[src/rtl/sport_irq_pkg.sv]
package sport_irq_pkg;
  localparam int NUM_SRC    = 4;
  localparam int NUM_STICKY = 2;
  localparam int DW         = 8;

  localparam int SRC_OVR = 0;
  localparam int SRC_TMO = 1;
  localparam int SRC_RXH = 2;
  localparam int SRC_TXH = 3;

  typedef enum logic [1:0] {
    ADDR_MASK = 2'd0,
    ADDR_RAW  = 2'd1,
    ADDR_MIS  = 2'd2,
    ADDR_CLR  = 2'd3
  } reg_addr_e;
endpackage

[src/rtl/sport_level_flags.sv]
module sport_level_flags #(
  parameter int RX_DEPTH = 8,
  parameter int TX_DEPTH = 8,
  localparam int RXW = $clog2(RX_DEPTH + 1),
  localparam int TXW = $clog2(TX_DEPTH + 1)
) (
  input  logic [RXW-1:0] rx_level_i,
  input  logic [TXW-1:0] tx_level_i,
  output logic           rx_full_o,
  output logic           rx_half_o,
  output logic           tx_half_o
);
  localparam logic [RXW-1:0] RX_FULL_LVL = RXW'(RX_DEPTH);
  localparam logic [RXW-1:0] RX_HALF_LVL = RXW'(RX_DEPTH / 2);
  // free slots >= depth/2  <=>  level <= depth - depth/2
  localparam logic [TXW-1:0] TX_MAX_LVL  = TXW'(TX_DEPTH - TX_DEPTH / 2);

  assign rx_full_o = (rx_level_i == RX_FULL_LVL);
  assign rx_half_o = (rx_level_i >= RX_HALF_LVL);
  assign tx_half_o = (tx_level_i <= TX_MAX_LVL);
endmodule

[src/rtl/sport_rx_timeout.sv]
module sport_rx_timeout #(
  parameter int TICKS = 32,
  localparam int CW = $clog2(TICKS + 1)
) (
  input  logic clk_i,
  input  logic rst_ni,
  input  logic rx_empty_i,
  input  logic rx_frame_i,
  input  logic rx_pop_i,
  input  logic bit_tick_i,
  output logic expire_o
);
  localparam logic [CW-1:0] LIMIT = CW'(TICKS);
  localparam logic [CW-1:0] LAST  = CW'(TICKS - 1);

  logic [CW-1:0] cnt_q;
  logic          restart;

  assign restart = rx_empty_i | rx_frame_i | rx_pop_i;

  always_ff @(posedge clk_i or negedge rst_ni) begin
    if (!rst_ni)                         cnt_q <= '0;
    else if (restart)                    cnt_q <= '0;
    else if (bit_tick_i && cnt_q != LIMIT) cnt_q <= cnt_q + 1'b1;
  end

  // one pulse on the tick that completes the period; saturated count stays quiet
  assign expire_o = !restart && bit_tick_i && (cnt_q == LAST);


  tmo_empty_hold_chk: assert property (@(posedge clk_i) disable iff (!rst_ni)
    rx_empty_i |=> (cnt_q == '0));

  tmo_cnt_bound_chk: assert property (@(posedge clk_i) disable iff (!rst_ni)
    cnt_q <= LIMIT);

  tmo_restart_chk: assert property (@(posedge clk_i) disable iff (!rst_ni)
    (rx_pop_i || rx_frame_i) |=> (cnt_q == '0));
endmodule

[src/rtl/sport_irq_regs.sv]
module sport_irq_regs
  import sport_irq_pkg::*;
(
  input  logic          clk_i,
  input  logic          rst_ni,
  input  logic          ovr_set_i,
  input  logic          tmo_set_i,
  input  logic          rx_half_i,
  input  logic          tx_half_i,
  input  logic          reg_wr_i,
  input  logic [1:0]    reg_addr_i,
  input  logic [DW-1:0] reg_wdata_i,
  output logic [DW-1:0] reg_rdata_o,
  output logic          irq_o
);
  logic [NUM_STICKY-1:0] sticky_q, sticky_set, sticky_clr;
  logic [NUM_SRC-1:0]    mask_q, raw, masked;
  logic                  irq_q;
  logic                  wr_mask, wr_clr;
  logic                  unused_wdata;

  assign wr_mask = reg_wr_i && (reg_addr_i == ADDR_MASK);
  assign wr_clr  = reg_wr_i && (reg_addr_i == ADDR_CLR);

  assign sticky_set = {tmo_set_i, ovr_set_i};
  assign sticky_clr = wr_clr ? reg_wdata_i[NUM_STICKY-1:0] : '0;

  for (genvar i = 0; i < NUM_STICKY; i++) begin : g_sticky
    // set has priority over a same-cycle clear
    always_ff @(posedge clk_i or negedge rst_ni) begin
      if (!rst_ni) sticky_q[i] <= 1'b0;
      else         sticky_q[i] <= sticky_set[i] | (sticky_q[i] & ~sticky_clr[i]);
    end


    sticky_hold_chk: assert property (@(posedge clk_i) disable iff (!rst_ni)
      (sticky_q[i] && !sticky_clr[i]) |=> sticky_q[i]);

    sticky_clear_chk: assert property (@(posedge clk_i) disable iff (!rst_ni)
      (wr_clr && reg_wdata_i[i] && !sticky_set[i]) |=> !sticky_q[i]);

    sticky_set_chk: assert property (@(posedge clk_i) disable iff (!rst_ni)
      sticky_set[i] |=> sticky_q[i]);
  end

  always_ff @(posedge clk_i or negedge rst_ni) begin
    if (!rst_ni)      mask_q <= '0;
    else if (wr_mask) mask_q <= reg_wdata_i[NUM_SRC-1:0];
  end

  always_comb begin
    raw          = '0;
    raw[SRC_OVR] = sticky_q[0];
    raw[SRC_TMO] = sticky_q[1];
    raw[SRC_RXH] = rx_half_i;
    raw[SRC_TXH] = tx_half_i;
  end

  assign masked = raw & mask_q;

  always_ff @(posedge clk_i or negedge rst_ni) begin
    if (!rst_ni) irq_q <= 1'b0;
    else         irq_q <= |masked;
  end
  assign irq_o = irq_q;

  always_comb begin
    reg_rdata_o = '0;
    unique case (reg_addr_i)
      ADDR_MASK: reg_rdata_o[NUM_SRC-1:0] = mask_q;
      ADDR_RAW:  reg_rdata_o[NUM_SRC-1:0] = raw;
      ADDR_MIS:  reg_rdata_o[NUM_SRC-1:0] = masked;
      default:   reg_rdata_o = '0;
    endcase
  end

  assign unused_wdata = ^reg_wdata_i[DW-1:NUM_SRC];


  irq_follow_chk: assert property (@(posedge clk_i) disable iff (!rst_ni)
    (|masked) |=> irq_o);

  irq_quiet_chk: assert property (@(posedge clk_i) disable iff (!rst_ni)
    !(|masked) |=> !irq_o);

  rsvd_zero_chk: assert property (@(posedge clk_i) disable iff (!rst_ni)
    reg_rdata_o[DW-1:NUM_SRC] == '0);

  mask_write_chk: assert property (@(posedge clk_i) disable iff (!rst_ni)
    wr_mask |=> (mask_q == $past(reg_wdata_i[NUM_SRC-1:0])));
endmodule

[src/rtl/sport_irq_unit.sv]
module sport_irq_unit
  import sport_irq_pkg::*;
#(
  parameter int RX_DEPTH = 8,
  parameter int TX_DEPTH = 8,
  parameter int TMO_TICKS = 32
) (
  input  logic                            clk_i,
  input  logic                            rst_ni,
  input  logic [$clog2(RX_DEPTH+1)-1:0]   rx_level_i,
  input  logic [$clog2(TX_DEPTH+1)-1:0]   tx_level_i,
  input  logic                            rx_frame_i,
  input  logic                            rx_pop_i,
  input  logic                            bit_tick_i,
  output logic                            rx_replace_o,
  input  logic                            reg_wr_i,
  input  logic [1:0]                      reg_addr_i,
  input  logic [7:0]                      reg_wdata_i,
  output logic [7:0]                      reg_rdata_o,
  output logic                            irq_o
);
  logic rx_full, rx_half, tx_half, rx_empty, tmo_expire, ovr_set;

  sport_level_flags #(
    .RX_DEPTH (RX_DEPTH),
    .TX_DEPTH (TX_DEPTH)
  ) u_levels (
    .rx_level_i (rx_level_i),
    .tx_level_i (tx_level_i),
    .rx_full_o  (rx_full),
    .rx_half_o  (rx_half),
    .tx_half_o  (tx_half)
  );

  assign rx_empty     = (rx_level_i == '0);
  assign ovr_set      = rx_frame_i && rx_full;
  assign rx_replace_o = ovr_set;

  sport_rx_timeout #(
    .TICKS (TMO_TICKS)
  ) u_tmo (
    .clk_i      (clk_i),
    .rst_ni     (rst_ni),
    .rx_empty_i (rx_empty),
    .rx_frame_i (rx_frame_i),
    .rx_pop_i   (rx_pop_i),
    .bit_tick_i (bit_tick_i),
    .expire_o   (tmo_expire)
  );

  sport_irq_regs u_regs (
    .clk_i       (clk_i),
    .rst_ni      (rst_ni),
    .ovr_set_i   (ovr_set),
    .tmo_set_i   (tmo_expire),
    .rx_half_i   (rx_half),
    .tx_half_i   (tx_half),
    .reg_wr_i    (reg_wr_i),
    .reg_addr_i  (reg_addr_i),
    .reg_wdata_i (reg_wdata_i),
    .reg_rdata_o (reg_rdata_o),
    .irq_o       (irq_o)
  );


  replace_full_chk: assert property (@(posedge clk_i) disable iff (!rst_ni)
    rx_replace_o |-> (rx_frame_i && rx_level_i == ($clog2(RX_DEPTH+1))'(RX_DEPTH)));
endmodule

[config.mk]
export PLATFORM = sky130hd
export DESIGN_NAME = sport_irq_unit
export DESIGN_NICKNAME = d
export VERILOG_FILES = /design/src/rtl/sport_irq_pkg.sv /design/src/rtl/sport_level_flags.sv /design/src/rtl/sport_rx_timeout.sv /design/src/rtl/sport_irq_regs.sv /design/src/rtl/sport_irq_unit.sv
export SDC_FILE = /design/constraint.sdc
export NUM_CORES = 1
export LEC_CHECK = 0
export BUFFER_PORTS_ARGS = -buffer_cell sky130_fd_sc_hd__clkbuf_2
export CORE_MARGIN = 10
export CORE_UTILIZATION = 40
export DETAILED_ROUTE_END_ITERATION = 10
export HOLD_SLACK_MARGIN = 0.02
export PLACE_DENSITY = 0.72
export SLEW_MARGIN = 40
export SYNTH_ARGS = -nofsm -noshare
export SYNTH_HDL_FRONTEND = slang
export SYNTH_SLANG_ARGS = --single-unit
export TNS_END_PERCENT = 20
[constraint.sdc]
create_clock -name clk_i -period 1.3 [get_ports clk_i]
set_input_delay 0.13 -clock clk_i [delete_from_list [all_inputs] [get_ports clk_i]]
set_output_delay 0.13 -clock clk_i [all_outputs]
set_load 0.02 [all_outputs]
==> impl_metrics.env <==
export IMPL_status="finished, violations left"
export IMPL_violations="negative setup slack"
export IMPL_grt_util_all_layers=0.0903
export IMPL_grt_first_pass_wirelength_um=3040
export IMPL_leakage_uw=0.000464
export IMPL_critical_path_required_ns=1.47
export IMPL_p_seq_frac=0.491
export IMPL_hold_violations=0
export IMPL_rr_worst_depth=5
export IMPL_wirelength_um=1920
export IMPL_r2r_slack_ns=-0.02
export IMPL_crit_arrival_ns=1.49
export IMPL_initial_core_util=0.413
export IMPL_p_int_uw=665
export IMPL_min_from="reg_wdata_i[3]"
export IMPL_cp_start_kind="flop"
export IMPL_hold_depth=2
export IMPL_num_rows=16
export IMPL_r2r_end="u_tmo.cnt_q[0]"
export IMPL_crit_chain="inv_2, ha_4, nand2_2, o41a_1, mux2i_1"
export IMPL_cp_slowest_cell="o41a_1"
export IMPL_synthCells=83
export IMPL_cellPowerDensity_nw_per_um2=933
export IMPL_drive_gt1_frac=0.397
export IMPL_period_share=1.02
export IMPL_p_sw_frac=0.304
export IMPL_clockRootBuffer="clkbuf_4"
export IMPL_place_hpwl_um=1490
export IMPL_maxSlewViolCount=0
export IMPL_fin_crit_ns=1.32
export IMPL_worstPathMaxFanout=2
export IMPL_drc=0
export IMPL_drt_initial_drc_count=23
export IMPL_routed_via_density=5.06
export IMPL_hold_class="in -> reg"
export IMPL_setup_slack_ns=-0.0249
export IMPL_grt_ovfl_total=0
export IMPL_clockBufferDepth=2
export IMPL_switchingPower_uw=291
export IMPL_r2r_start="u_tmo.cnt_q[1]"
export IMPL_wire_per_inst_um=13.5
export IMPL_final_cell_count_no_fill=143
export IMPL_coreArea_um2=1920
export IMPL_clk_insertion_delay_late_ns=0.28
export IMPL_dieWidth_um=64.6
export IMPL_yosysWarnings=0
export IMPL_fin_nets=143
export IMPL_grt_start_max_net_pins=14
export IMPL_cts_tree="built"
export IMPL_fin_skew_ns=0.00433
export IMPL_clk_pin_slew_ns=0.08
export IMPL_ys_types=34
export IMPL_rsz0062_at_grt="yes"
export IMPL_ir_worst_vdd_uv=636
export IMPL_io_pins=34
export IMPL_numCtsBuffers=3
export IMPL_htree_levels=1
export IMPL_ys_ff_latch=13
export IMPL_syn_area_um2=795
export IMPL_path_class="reg -> reg"
export IMPL_clkSinkCount=13
export IMPL_cp_top_family="compound AO/OA/AOI/OAI gates"
export IMPL_max_stage_delay_ns=0.41
export IMPL_dieHeight_um=64.6
export IMPL_clkPwrFrac=0.267
export IMPL_first_pass_iters=4
export IMPL_avgSynthCellArea_um2=9.57
export IMPL_maxCapViolCount=0
export IMPL_crit_buf_inv=1
export IMPL_grt_antenna_before_repair=0
export IMPL_gp_congestion=0.781
export IMPL_cp_end_kind="flop"
export IMPL_port_buffers=25
export IMPL_comb_power_share=0.243
export IMPL_ant_nets=0
export IMPL_worstHoldEndpoint="u_regs.mask_q[3]"
export IMPL_timing_fmax_mhz=755
export IMPL_ys_seq_area_frac=0.409
export IMPL_setup_viol=2
export IMPL_grt_pass1_vias=713
export IMPL_hold_slack_ns=0.0635
export IMPL_vias=724
export IMPL_die_area_um2=4170
export IMPL_num_antenna_cells=0
export IMPL_p_total_uw=956
export IMPL_syn_to_final_growth_pct=29.0
export IMPL_place_inst=135
-- flip-flops by register name (all words and copies together), names as in the netlist --
signal / cells
u_regs.irq_o: 1
u_regs.mask_q: 4
u_regs.raw: 2
u_tmo.cnt_q: 6
-- cell usage after synthesis --
cell,instances,area share
dfrtp_1,13,0.41
o21ai_0,9,0.057
nand2_1,8,0.038
inv_1,5,0.024
nand4_1,5,0.039
buf_4,4,0.038
nand3_1,4,0.025
nor2_1,4,0.019
ha_1,2,0.031
mux2_1,2,0.028
mux2_2,2,0.028
mux2i_1,2,0.025
xor2_1,2,0.022
a21o_1,1,0.0095
a21oi_1,1,0.0063
a21oi_2,1,0.011
a22o_1,1,0.011
a22oi_1,1,0.0095
a311o_1,1,0.013
buf_2,1,0.0063
conb_1,1,0.0047
nand2_4,1,0.014
nor2_2,1,0.0079
nor2b_1,1,0.0079
nor3_1,1,0.0063
nor3b_4,1,0.024
nor4_1,1,0.0079
o21a_1,1,0.0095
o311ai_0,1,0.011
o31ai_1,1,0.0095
o41a_1,1,0.014
o41ai_1,1,0.011
or3_1,1,0.0079
or4_4,1,0.014
-- worst max path at each step --
stage	from	to	slack [ns]	depth (start not counted)
floorplan	u_tmo.cnt_q[0]	u_tmo.cnt_q[0]	0.04	5
global route	u_tmo.cnt_q[1]	u_tmo.cnt_q[1]	-0.08	5
CTS	u_tmo.cnt_q[0]	u_tmo.cnt_q[0]	-0.006	5
detailed placement	u_tmo.cnt_q[1]	u_tmo.cnt_q[0]	-0.01	5
global placement	u_tmo.cnt_q[1]	u_tmo.cnt_q[1]	0.02	5
finish	u_tmo.cnt_q[1]	u_tmo.cnt_q[0]	-0.02	5
-- metrics by stage --
| step | TNS [ns] | area [µm²] | util | setup WS, ns |
|---|---|---|---|---|
| floorplan | 0 | 806 | - | 0.0435 |
| global placement | 0 | 945 | 0.492 | 0.0216 |
| detailed placement | -0.0192 | 945 | 0.492 | -0.0103 |
| CTS | -0.00986 | 988 | 0.514 | -0.00561 |
| global route | -0.220 | 1020 | 0.533 | -0.0800 |
| finish | -0.0468 | 1020 | 0.533 | -0.0249 |
-- metal layers --
layer,vias to the layer above,track usage,wire (µm)
met3,2,0.0498,123
met1,337,0.0960,748
li1,360,-,-
met5,-,0,0
met4,0,0.0241,4
met2,25,0.151,1050
-- cell usage in the layout (no fill, tap or decap), types with 2 or more instances in the layout --
cell type   n
buf_4       5
conb_1      4
clkbuf_2   23
dfrtp_1    13
buf_2       2
mux2_1      2
o21ai_0     7
a21oi_2     2
nand3_1     4
o21ai_1     2
clkbuf_4    3
nand2_1     7
mux2i_1     2
mux2_2      2
xor2_1      2
inv_1       3
nand4_1     5
inv_2       2
nor2_1      4
-- power by group through the flow --
stage / Clock, µW / Sequential [µW] / Combinational, µW
floorplan: 0 / 480 / 126
global placement: 0 / 474 / 210
detailed placement: 0 / 476 / 214
CTS: 266 / 467 / 218
global route: 287 / 473 / 257
finish: 255 / 469 / 232
-- cell type report --
cell class,count,area [µm²]
Inverter,5,18.8
Sequential cell,13,325
Tap cell,27,33.8
Multi-Input combinational cell,63,448
Timing Repair Buffer,31,173
Fill cell,196,897
Clock buffer,4,26.3
-- repair_timing --
item / in CTS / in global routing
endpoints found under the setup margin: 2 / 6
setup buffers: 1 / 2
pin swaps: 0 / 3
gates resized for setup: 0 / 11
endpoints found under the hold margin: 13 / 0
hold buffers: 1 / 0
-- cells by family (layout without fill, tap and decap cells) --
kind of cell               count (synthesis)  count (layout)  synth area share
AOI/OAI and AO/OA                         20              20             0.172
xor gates and xnor gates                   2               2            0.0221
adders and majority gates                  2               2            0.0315
buffers and inverters                     10              40            0.0677
DFF                                       13              13             0.409
muxes                                      6               6            0.0819
other                                      1               4           0.00472
and+or+nand+nor                           29              29             0.211
(Power assumes the default switching activity.)
